File: config.mk
export PLATFORM = sky130hd
export DESIGN_NAME = evt_counter
export DESIGN_NICKNAME = d
export VERILOG_FILES = /design/src/rtl/evc_pkg.sv /design/src/rtl/evc_next_val.sv /design/src/rtl/evc_match_chan.sv /design/src/rtl/evt_counter.sv
export SDC_FILE = /design/constraint.sdc
export NUM_CORES = 1
export LEC_CHECK = 0
export BUFFER_PORTS_ARGS = -buffer_cell sky130_fd_sc_hd__buf_2
export CAP_MARGIN = 15
export CORE_UTILIZATION = 29
export DETAILED_ROUTE_END_ITERATION = 8
export PLACE_DENSITY = 0.54
export SYNTH_ARGS = -nofsm -noshare
export SYNTH_HDL_FRONTEND = slang
export SYNTH_SLANG_ARGS = --single-unit
File: constraint.sdc
create_clock -name clk -period 4.3 [get_ports clk]
set_input_delay 0.645 -clock clk [delete_from_list [all_inputs] [get_ports clk]]
set_output_delay 0.645 -clock clk [all_outputs]
set_load 0.005 [all_outputs]
File: src/rtl/evc_pkg.sv
package evc_pkg;

    localparam int CNT_W_DEF = 32;

    // Source of the next counter value, in decreasing priority.
    typedef enum logic [2:0] {
        SRC_HOLD  = 3'd0,
        SRC_CLEAR = 3'd1,
        SRC_EXT   = 3'd2,
        SRC_EVENT = 3'd3,
        SRC_COUNT = 3'd4
    } cnt_src_e;

    typedef struct packed {
        logic is_load;
        logic arith;
        logic dir;
    } evt_cfg_t;

    function automatic cnt_src_e pick_src(
        input logic clr,
        input logic en,
        input logic ld,
        input logic ev,
        input logic run
    );
        cnt_src_e s;
        if (clr)       s = SRC_CLEAR;
        else if (!en)  s = SRC_HOLD;
        else if (ld)   s = SRC_EXT;
        else if (ev)   s = SRC_EVENT;
        else if (run)  s = SRC_COUNT;
        else           s = SRC_HOLD;
        return s;
    endfunction

endpackage

File: src/rtl/evc_next_val.sv
module evc_next_val
    import evc_pkg::*;
#(
    parameter int W = CNT_W_DEF
) (
    input  logic [W-1:0] cur,
    input  cnt_src_e     src,
    input  logic         up,
    input  evt_cfg_t     cfg,
    input  logic [W-1:0] evt_val,
    input  logic [W-1:0] ext_val,
    output logic [W-1:0] nxt
);

    logic [W-1:0] ev_res;
    logic [W-1:0] step_res;

    always_comb begin
        if (cfg.is_load)
            ev_res = evt_val;
        else if (cfg.arith)
            ev_res = cfg.dir ? (cur + evt_val) : (cur - evt_val);
        else
            ev_res = cfg.dir ? {cur[W-2:0], 1'b0} : {1'b0, cur[W-1:1]};
    end

    assign step_res = up ? (cur + W'(1)) : (cur - W'(1));

    always_comb begin
        unique case (src)
            SRC_CLEAR: nxt = '0;
            SRC_EXT:   nxt = ext_val;
            SRC_EVENT: nxt = ev_res;
            SRC_COUNT: nxt = step_res;
            default:   nxt = cur;
        endcase
    end

endmodule

File: src/rtl/evc_match_chan.sv
module evc_match_chan #(
    parameter int W  = 32,
    localparam int IW = $clog2(W)
) (
    input  logic          clk,
    input  logic          rst,
    input  logic          glb_en,
    input  logic          ld,
    input  logic [W-1:0]  ld_val,
    input  logic [W-1:0]  cnt,
    input  logic          tap_en,
    input  logic [IW-1:0] tap_idx,
    output logic          flag
);

    logic [W-1:0] ref_q;

    always_ff @(posedge clk) begin
        if (rst)
            ref_q <= '0;
        else if (glb_en && ld)
            ref_q <= ld_val;
    end

    always_ff @(posedge clk) begin
        if (rst)
            flag <= 1'b1;
        else if (tap_en)
            flag <= cnt[tap_idx];
        else
            flag <= (cnt == ref_q);
    end


    ref_load_chk: assert property (@(posedge clk) disable iff (rst)
        (glb_en && ld) |=> ref_q == $past(ld_val));


    ref_hold_chk: assert property (@(posedge clk) disable iff (rst)
        !glb_en |=> $stable(ref_q));


    tap_flag_chk: assert property (@(posedge clk) disable iff (rst)
        tap_en |=> flag == $past(cnt[tap_idx]));


    cmp_flag_chk: assert property (@(posedge clk) disable iff (rst)
        !tap_en |=> flag == ($past(cnt) == $past(ref_q)));

endmodule

File: src/rtl/evt_counter.sv
module evt_counter
    import evc_pkg::*;
#(
    parameter int W = CNT_W_DEF
) (
    input  logic                 clk,
    input  logic                 rst,
    input  logic                 cnt_rst,
    input  logic                 glb_en,
    input  logic                 run_en,
    input  logic                 count_up,
    input  logic                 evt,
    input  logic                 evt_is_load,
    input  logic                 evt_arith,
    input  logic                 evt_dir,
    input  logic [W-1:0]         evt_val,
    input  logic                 tap1_en,
    input  logic [$clog2(W)-1:0] tap1_idx,
    input  logic                 tap2_en,
    input  logic [$clog2(W)-1:0] tap2_idx,
    input  logic [W-1:0]         ext_val,
    input  logic                 ld_cnt,
    input  logic                 ld_m1,
    input  logic                 ld_m2,
    output logic [W-1:0]         cnt_val,
    output logic                 zero_flag,
    output logic                 m1_flag,
    output logic                 m2_flag
);

    localparam int IW  = $clog2(W);
    localparam int NCH = 2;

    evt_cfg_t     cfg;
    cnt_src_e     src;
    logic [W-1:0] cnt_q;
    logic [W-1:0] cnt_d;

    assign cfg = '{is_load: evt_is_load, arith: evt_arith, dir: evt_dir};
    assign src = pick_src(cnt_rst, glb_en, ld_cnt, evt, run_en);

    evc_next_val #(.W(W)) u_next (
        .cur     (cnt_q),
        .src     (src),
        .up      (count_up),
        .cfg     (cfg),
        .evt_val (evt_val),
        .ext_val (ext_val),
        .nxt     (cnt_d)
    );

    always_ff @(posedge clk) begin
        if (rst) cnt_q <= '0;
        else     cnt_q <= cnt_d;
    end

    always_ff @(posedge clk) begin
        if (rst) zero_flag <= 1'b1;
        else     zero_flag <= (cnt_q == '0);
    end

    assign cnt_val = cnt_q;

    logic [NCH-1:0]         ch_ld;
    logic [NCH-1:0]         ch_tap_en;
    logic [NCH-1:0][IW-1:0] ch_idx;
    logic [NCH-1:0]         ch_flag;

    assign ch_ld     = {ld_m2, ld_m1};
    assign ch_tap_en = {tap2_en, tap1_en};
    assign ch_idx    = {tap2_idx, tap1_idx};

    for (genvar g = 0; g < NCH; g++) begin : g_ch
        evc_match_chan #(.W(W)) u_ch (
            .clk     (clk),
            .rst     (rst),
            .glb_en  (glb_en),
            .ld      (ch_ld[g]),
            .ld_val  (ext_val),
            .cnt     (cnt_q),
            .tap_en  (ch_tap_en[g]),
            .tap_idx (ch_idx[g]),
            .flag    (ch_flag[g])
        );
    end

    assign m1_flag = ch_flag[0];
    assign m2_flag = ch_flag[1];


    count_up_chk: assert property (@(posedge clk) disable iff (rst)
        (glb_en && run_en && count_up && !cnt_rst && !ld_cnt && !evt)
        |=> cnt_val == W'($past(cnt_val) + W'(1)));


    count_dn_chk: assert property (@(posedge clk) disable iff (rst)
        (glb_en && run_en && !count_up && !cnt_rst && !ld_cnt && !evt)
        |=> cnt_val == W'($past(cnt_val) - W'(1)));


    zero_flag_chk: assert property (@(posedge clk) disable iff (rst)
        1'b1 |=> zero_flag == ($past(cnt_val) == '0));


    ext_load_chk: assert property (@(posedge clk) disable iff (rst)
        (glb_en && ld_cnt && !cnt_rst) |=> cnt_val == $past(ext_val));


    evt_load_chk: assert property (@(posedge clk) disable iff (rst)
        (glb_en && evt && evt_is_load && !ld_cnt && !cnt_rst)
        |=> cnt_val == $past(evt_val));


    cnt_clear_chk: assert property (@(posedge clk) disable iff (rst)
        cnt_rst |=> cnt_val == '0);


    cnt_hold_chk: assert property (@(posedge clk) disable iff (rst)
        (!glb_en && !cnt_rst) |=> $stable(cnt_val));

endmodule

# Word-level counts from Yosys, hierarchy flattened
# Cells that the tools add are included.
# totals
reg_bits	99
input_bits	89
out_inout_bits	35
# op_classes
add_sub_neg	4
order_cmp	2
n_eq_ne	6
n_mux	17
reduce_logical	4
# op_table
cell	count
2-to-1 mux 32 bit	5
one-hot mux 32 bit (4 select lines)	1
equality test 32 bit	2
adder 32 x 1 -> 32 bit, second input constant	1
adder 32 bit	1
zero test 32 bit	1
subtractor 32 x 1 -> 32 bit, second input constant	1
subtractor 32 bit	1
2-to-1 mux 3 bit	5
< comparator 5 x 6 -> 1 bit, second input constant	2
binary-select mux 1 bit (select 5 bit)	2
equality test 3 x 2 -> 1 bit, second input constant	2
2-to-1 mux 1 bit	4
nonzero test 4 bit	1
equality test 3 x 1 -> 1 bit, second input constant	1
equality test 3 bit, second input constant	1
logical AND 1 bit	2

# Longest topological paths before layout
# logic_depth
depth_word	7
mapped_depth	19

# Cells and area by module
# A second synthesis with hierarchy kept.
# hier_totals
cells_unflattened	1342
hier_area_um2	10169.8
# modules_own_cells
mod	instances	cells_per_inst	area_each_um2	seq_area_each_um2
evc_next_val	1	840	5665.4	0.0
evc_match_chan	2	209	1750.4	660.6
evt_counter	1	84	1003.5	660.6

# Least setup slack after synthesis
# Ideal clock, no wire load.
# synth_path
kind	input -> register
start	input evt_dir
end	register cnt_q[21] (netlist: cnt_val[21])
setup_ps	116
arrival_ps	4437
path_slack_ps	-254
cell_stages	17
n_path_buf	5
cell_sequence	buf_2 buf_1 buf_1 clkbuf_1 nor2_1 xor2_1 ha_1 clkbuf_2 a2111oi_2 o21ai_1 a21oi_1 nand2_1 a21o_1 a21oi_1 a21oi_1 or4_1 a41o_1
# synth_via
elab_chain_cells	4
elab_cells_between_ends	5
classes_between	mux (5)
# synth_rtl
element	line	text
start: declaration	evt_counter.sv:15	input logic evt_dir,
2-to-1 mux 32 bit (on tied branches)	evc_next_val.sv:24, evc_next_val.sv:22	
2-to-1 mux 32 bit *	evc_next_val.sv:21	else if (cfg.arith)
2-to-1 mux 32 bit *	evc_next_val.sv:19	if (cfg.is_load)
one-hot mux 32 bit (4 select lines) *	evc_next_val.sv:30	unique case (src)
end signal: assignment	evt_counter.sv:54	else cnt_q <= cnt_d;
end: declaration	evt_counter.sv:36	logic [W-1:0] cnt_q;
# Every way passes the cells marked *; elsewhere a longest branch is shown, timed or not.
# A chain may end at the register's enable or synchronous reset.

# Worst setup path after layout
# layout_path
start	input evt_val[5]
end	register cnt_q[31] (netlist: cnt_val[31])
# layout_via
elab_chain_cells	5
elab_cells_between_ends	6
classes_between	add/sub (2); mux (4)
# layout_rtl
element	line	text
start: declaration	evt_counter.sv:16	input logic [W-1:0] evt_val,
subtractor 32 bit or adder 32 bit (tied branches)	evc_next_val.sv:22	ev_res = cfg.dir ? (cur + evt_val) : (cur - evt_val);
2-to-1 mux 32 bit *	evc_next_val.sv:22	
2-to-1 mux 32 bit *	evc_next_val.sv:21	
2-to-1 mux 32 bit *	evc_next_val.sv:19	
one-hot mux 32 bit (4 select lines) *	evc_next_val.sv:30	
# Marked as above.

==> impl_metrics.yaml <==
synth:
  yosys.area_share.adder_pct: 9.128
  synth_ff_type: "dfxtp_1"
  syn-num-nets: 1463
  synth_compound_area_share_pct: 25.03
  synthXorXnorAreaFrac_pct: 12.12
  synth_top_area_share_pct: 20.31
  yosysMostFrequentCell: "nand2_1"
  synth.avg_cell_area_um2: 7.484
  yosys.area.top_type: "dfxtp_1"
  ys_seq_area_share_pct: 20.31
  async_reset_ff_share_pct: 0
  ys_ff_latch: 99
  synth_area_leaders: "dfxtp_1, ha_1, a21oi_1"
  netlist_instances: 1304
  synthMuxAreaShare_pct: 8.000
  synth_edf_count: 0
  yosys.area_share.simple_pct: 20.68
  synth_cell_types: 74
  synth_area_mm2: 0.009759
  yosysWarnings: 0
  synth_top_family_by_area: "compound AO/OA/AOI/OAI gates"
  synth_common_cells: "nand2_1, a21oi_1, dfxtp_1"
min_path:
  holdPathStages: 2
  min_path_type: "reg -> reg"
timing:
  rsz0062_at_grt: "yes"
  hold_viol: 0
  timing.final.max_slew_violations: 0
  fmax_ghz: 0.2471
  fin_crit_sh_pct: 94.13
  clock_skew_ps: 5.750
  maxSlewHeadroom_pct: 31.80
  holdWs_ps: 460.7
  worst-slew-pin-transition_ps: 1023
  setup_viol: 0
  finalCriticalPeriod_ps: 4048
global_routing:
  grt_pass1_wl_mm: 57.27
  grt_antenna_before_repair: 0
  grt_max_degree: 74
  grt_pass1_vias: 10020
  grt_usage_pct: 21.70
  grt.overflow.total: 0
worst_setup_path:
  crit_type: "in -> reg"
  reg2regPathDepth: 10
  worstPathArrival_ps: 4300
  worstSetupEndpointType: "flop"
  crit_path_start_kind: "input pin"
  cp_max_fo: 4
  crit_required_ps: 4550
cts:
  cts_sinks: 99
  cts_buffers: 9
  clkTransAtPathRegs_ps: 70
  root_buffer: "clkbuf_16"
  postCtsSetupBuffers: 0
  clock_latency_ps: 360
  cts_max_level: 3
  cts_tree: "done"
  cts_max_path_buffers: 2
die:
  std_cell_rows: 66
  coreArea_mm2: 0.03278
  io_pins: 124
  initial_core_util_pct: 29.77
  fp.dieW_um: 185.4
  fp.dieH_um: 185.4
  die_area_mm2: 0.03439
power:
  power_density_mw_per_mm2: 242.1
  clkPwrFrac_pct: 29.8
  power.switching_uw: 987.0
  leakagePower_nw: 4.954
  power_frac_seq_pct: 36.3
  ir_drop_mv: 0.1915
  pwr-share-comb_pct: 33.9
  internal_power_mw: 1.816
  swShare_pct: 35.22
cells_and_area:
  multi_input_area_mm2: 0.007342
  drive_gt1_share_pct: 19.04
  final_cells: 1881
  nets: 1593
  layout-area-overhead-vs-synth_pct: 18.60
  n_antenna_cell: 0
  nFillCells: 3495
  seqCellArea_mm2: 0.001982
detailed_routing:
  drt_iter0_markers: 952
  wl_per_cell_um: 19.66
  routed_wl_mm: 36.98
  vias_per_cell: 5.523
  vias: 10390
  drcViolationCount: 0
  ant_nets: 0
  first_pass_iters: 7
flow_run:
  drv_cap: 0
placement:
  gp_congestion: 0.9013
  port_buffers: 123
  dp_hpwl_mm: 28.83
  dp_cells: 1865
status:
  status: "completed"
-- layout make-up --
type / instances / area share (%)
clock buffers: 12 / 2.043
clock inverters: 4 / 0.4432
inverters: 25 / 0.8107
multi-input cells: 1083 / 63.43
flip-flops and latches: 99 / 17.12
well taps: 442 / 4.778
repair buffers: 216 / 11.37
-- state kept, by name, indices dropped and copies added (netlist names) --
| signal | cells |
|---|---|
| g_ch.u_ch.ref_q | 64 |
| zero_flag | 1 |
| cnt_val | 32 |
| g_ch.u_ch.flag | 2 |
-- placed cells by master (no fill, tap or decap), types with 6 or more instances in the layout --
cell type  netlist  final
a211oi_1        18     18
a21o_1          19     19
a21oi_1        168    167
a221oi_1        11     11
a222oi_1        22     22
a22oi_1          6      6
a31oi_1         15     14
and2_1           8      8
buf_2            3    122
buf_4            0     94
clkbuf_16        0      9
dfxtp_1         99     99
ha_1            68     68
inv_1           25     25
mux2_2           8      8
mux2i_1         24     24
mux4_2          20     20
nand2_1        215    215
nand2b_1        10     10
nand3_1         22     22
nand4_1         20     20
nor2_1          80     80
nor2b_1         13     13
nor3_1          21     20
nor4_1          20     19
o211ai_1         7      7
o21a_1          10     10
o21ai_0         57     57
or3_1            6      6
xnor2_1         74     74
xor2_1          61     61
-- worst max-delay path, stage by stage --
cell	delay [ps]
buf_2	100
or3_1	440
nor4_2	200
buf_4	190
nand4_1	190
nor3_2	210
buf_4	150
nor2_1	60
xnor2_1	150
ha_1	320
nand2_1	60
o21ai_0	220
nor2_1	100
a31oi_2	250
a221o_1	210
nand3_1	120
a21oi_1	190
o21a_1	130
o21ai_1	60
a211o_1	290
-- what timing repair did --
| action | 4_1_cts | 5_1_grt |
|---|---|---|
| hold buffers | 0 | 0 |
| hold endpoints to repair | 0 | 0 |
| resized for setup | 0 | 5 |
| setup endpoints to repair | 0 | 8 |
-- metrics by stage --
stage	utilization [%]	instance area, um^2	TNS (ps)	power (mW)	setup slack [ps]
floorplan	-	9763	0	1.621	83.97
global placement	34.36	11260	-912.8	1.973	-257.9
detailed placement	34.36	11260	-948.9	1.976	-266.3
CTS	35.23	11550	0	2.811	102.3
global route	35.31	11570	-145.9	2.953	-79.17
finish	35.31	11570	0	2.803	252.5
-- routing by layer --
layer  routed length [um]  GRT usage, %  vias up
li1                     -             -     5003
met1                16560         28.96     4961
met2                17090         35.39      366
met3                 2343         3.480       59
met4                  987         6.942        0
met5                    0             0        -
-- power groups by stage --
stage               clock network (mW)  registers, mW  logic, mW
detailed placement                   0           1.04      0.937
global route                     0.883           1.02       1.05
CTS                              0.851           1.02      0.941
global placement                     0           1.04      0.935
floorplan                            0           1.01      0.613
finish                           0.835           1.02      0.949
-- cell families after synthesis --
kind of cell | after synthesis
flip-flops | 99
buffers and inverters | 122
multiplexers | 52
adder cells (fa/ha/maj) | 70
AO/OA/AOI/OAI | 385
XOR/XNOR | 135
AND/OR/NAND/NOR | 441
-- worst paths after layout --
check                           end                    from  slack [ps]
min reg2reg  g_ch[0].u_ch.ref_q[16]  g_ch[0].u_ch.ref_q[16]         460
min          g_ch[0].u_ch.ref_q[16]  g_ch[0].u_ch.ref_q[16]         460
max                     cnt_val[31]              evt_val[5]         250
max reg2reg             cnt_val[31]              cnt_val[2]         820
No activity file was read; power rests on OpenSTA's default activity.
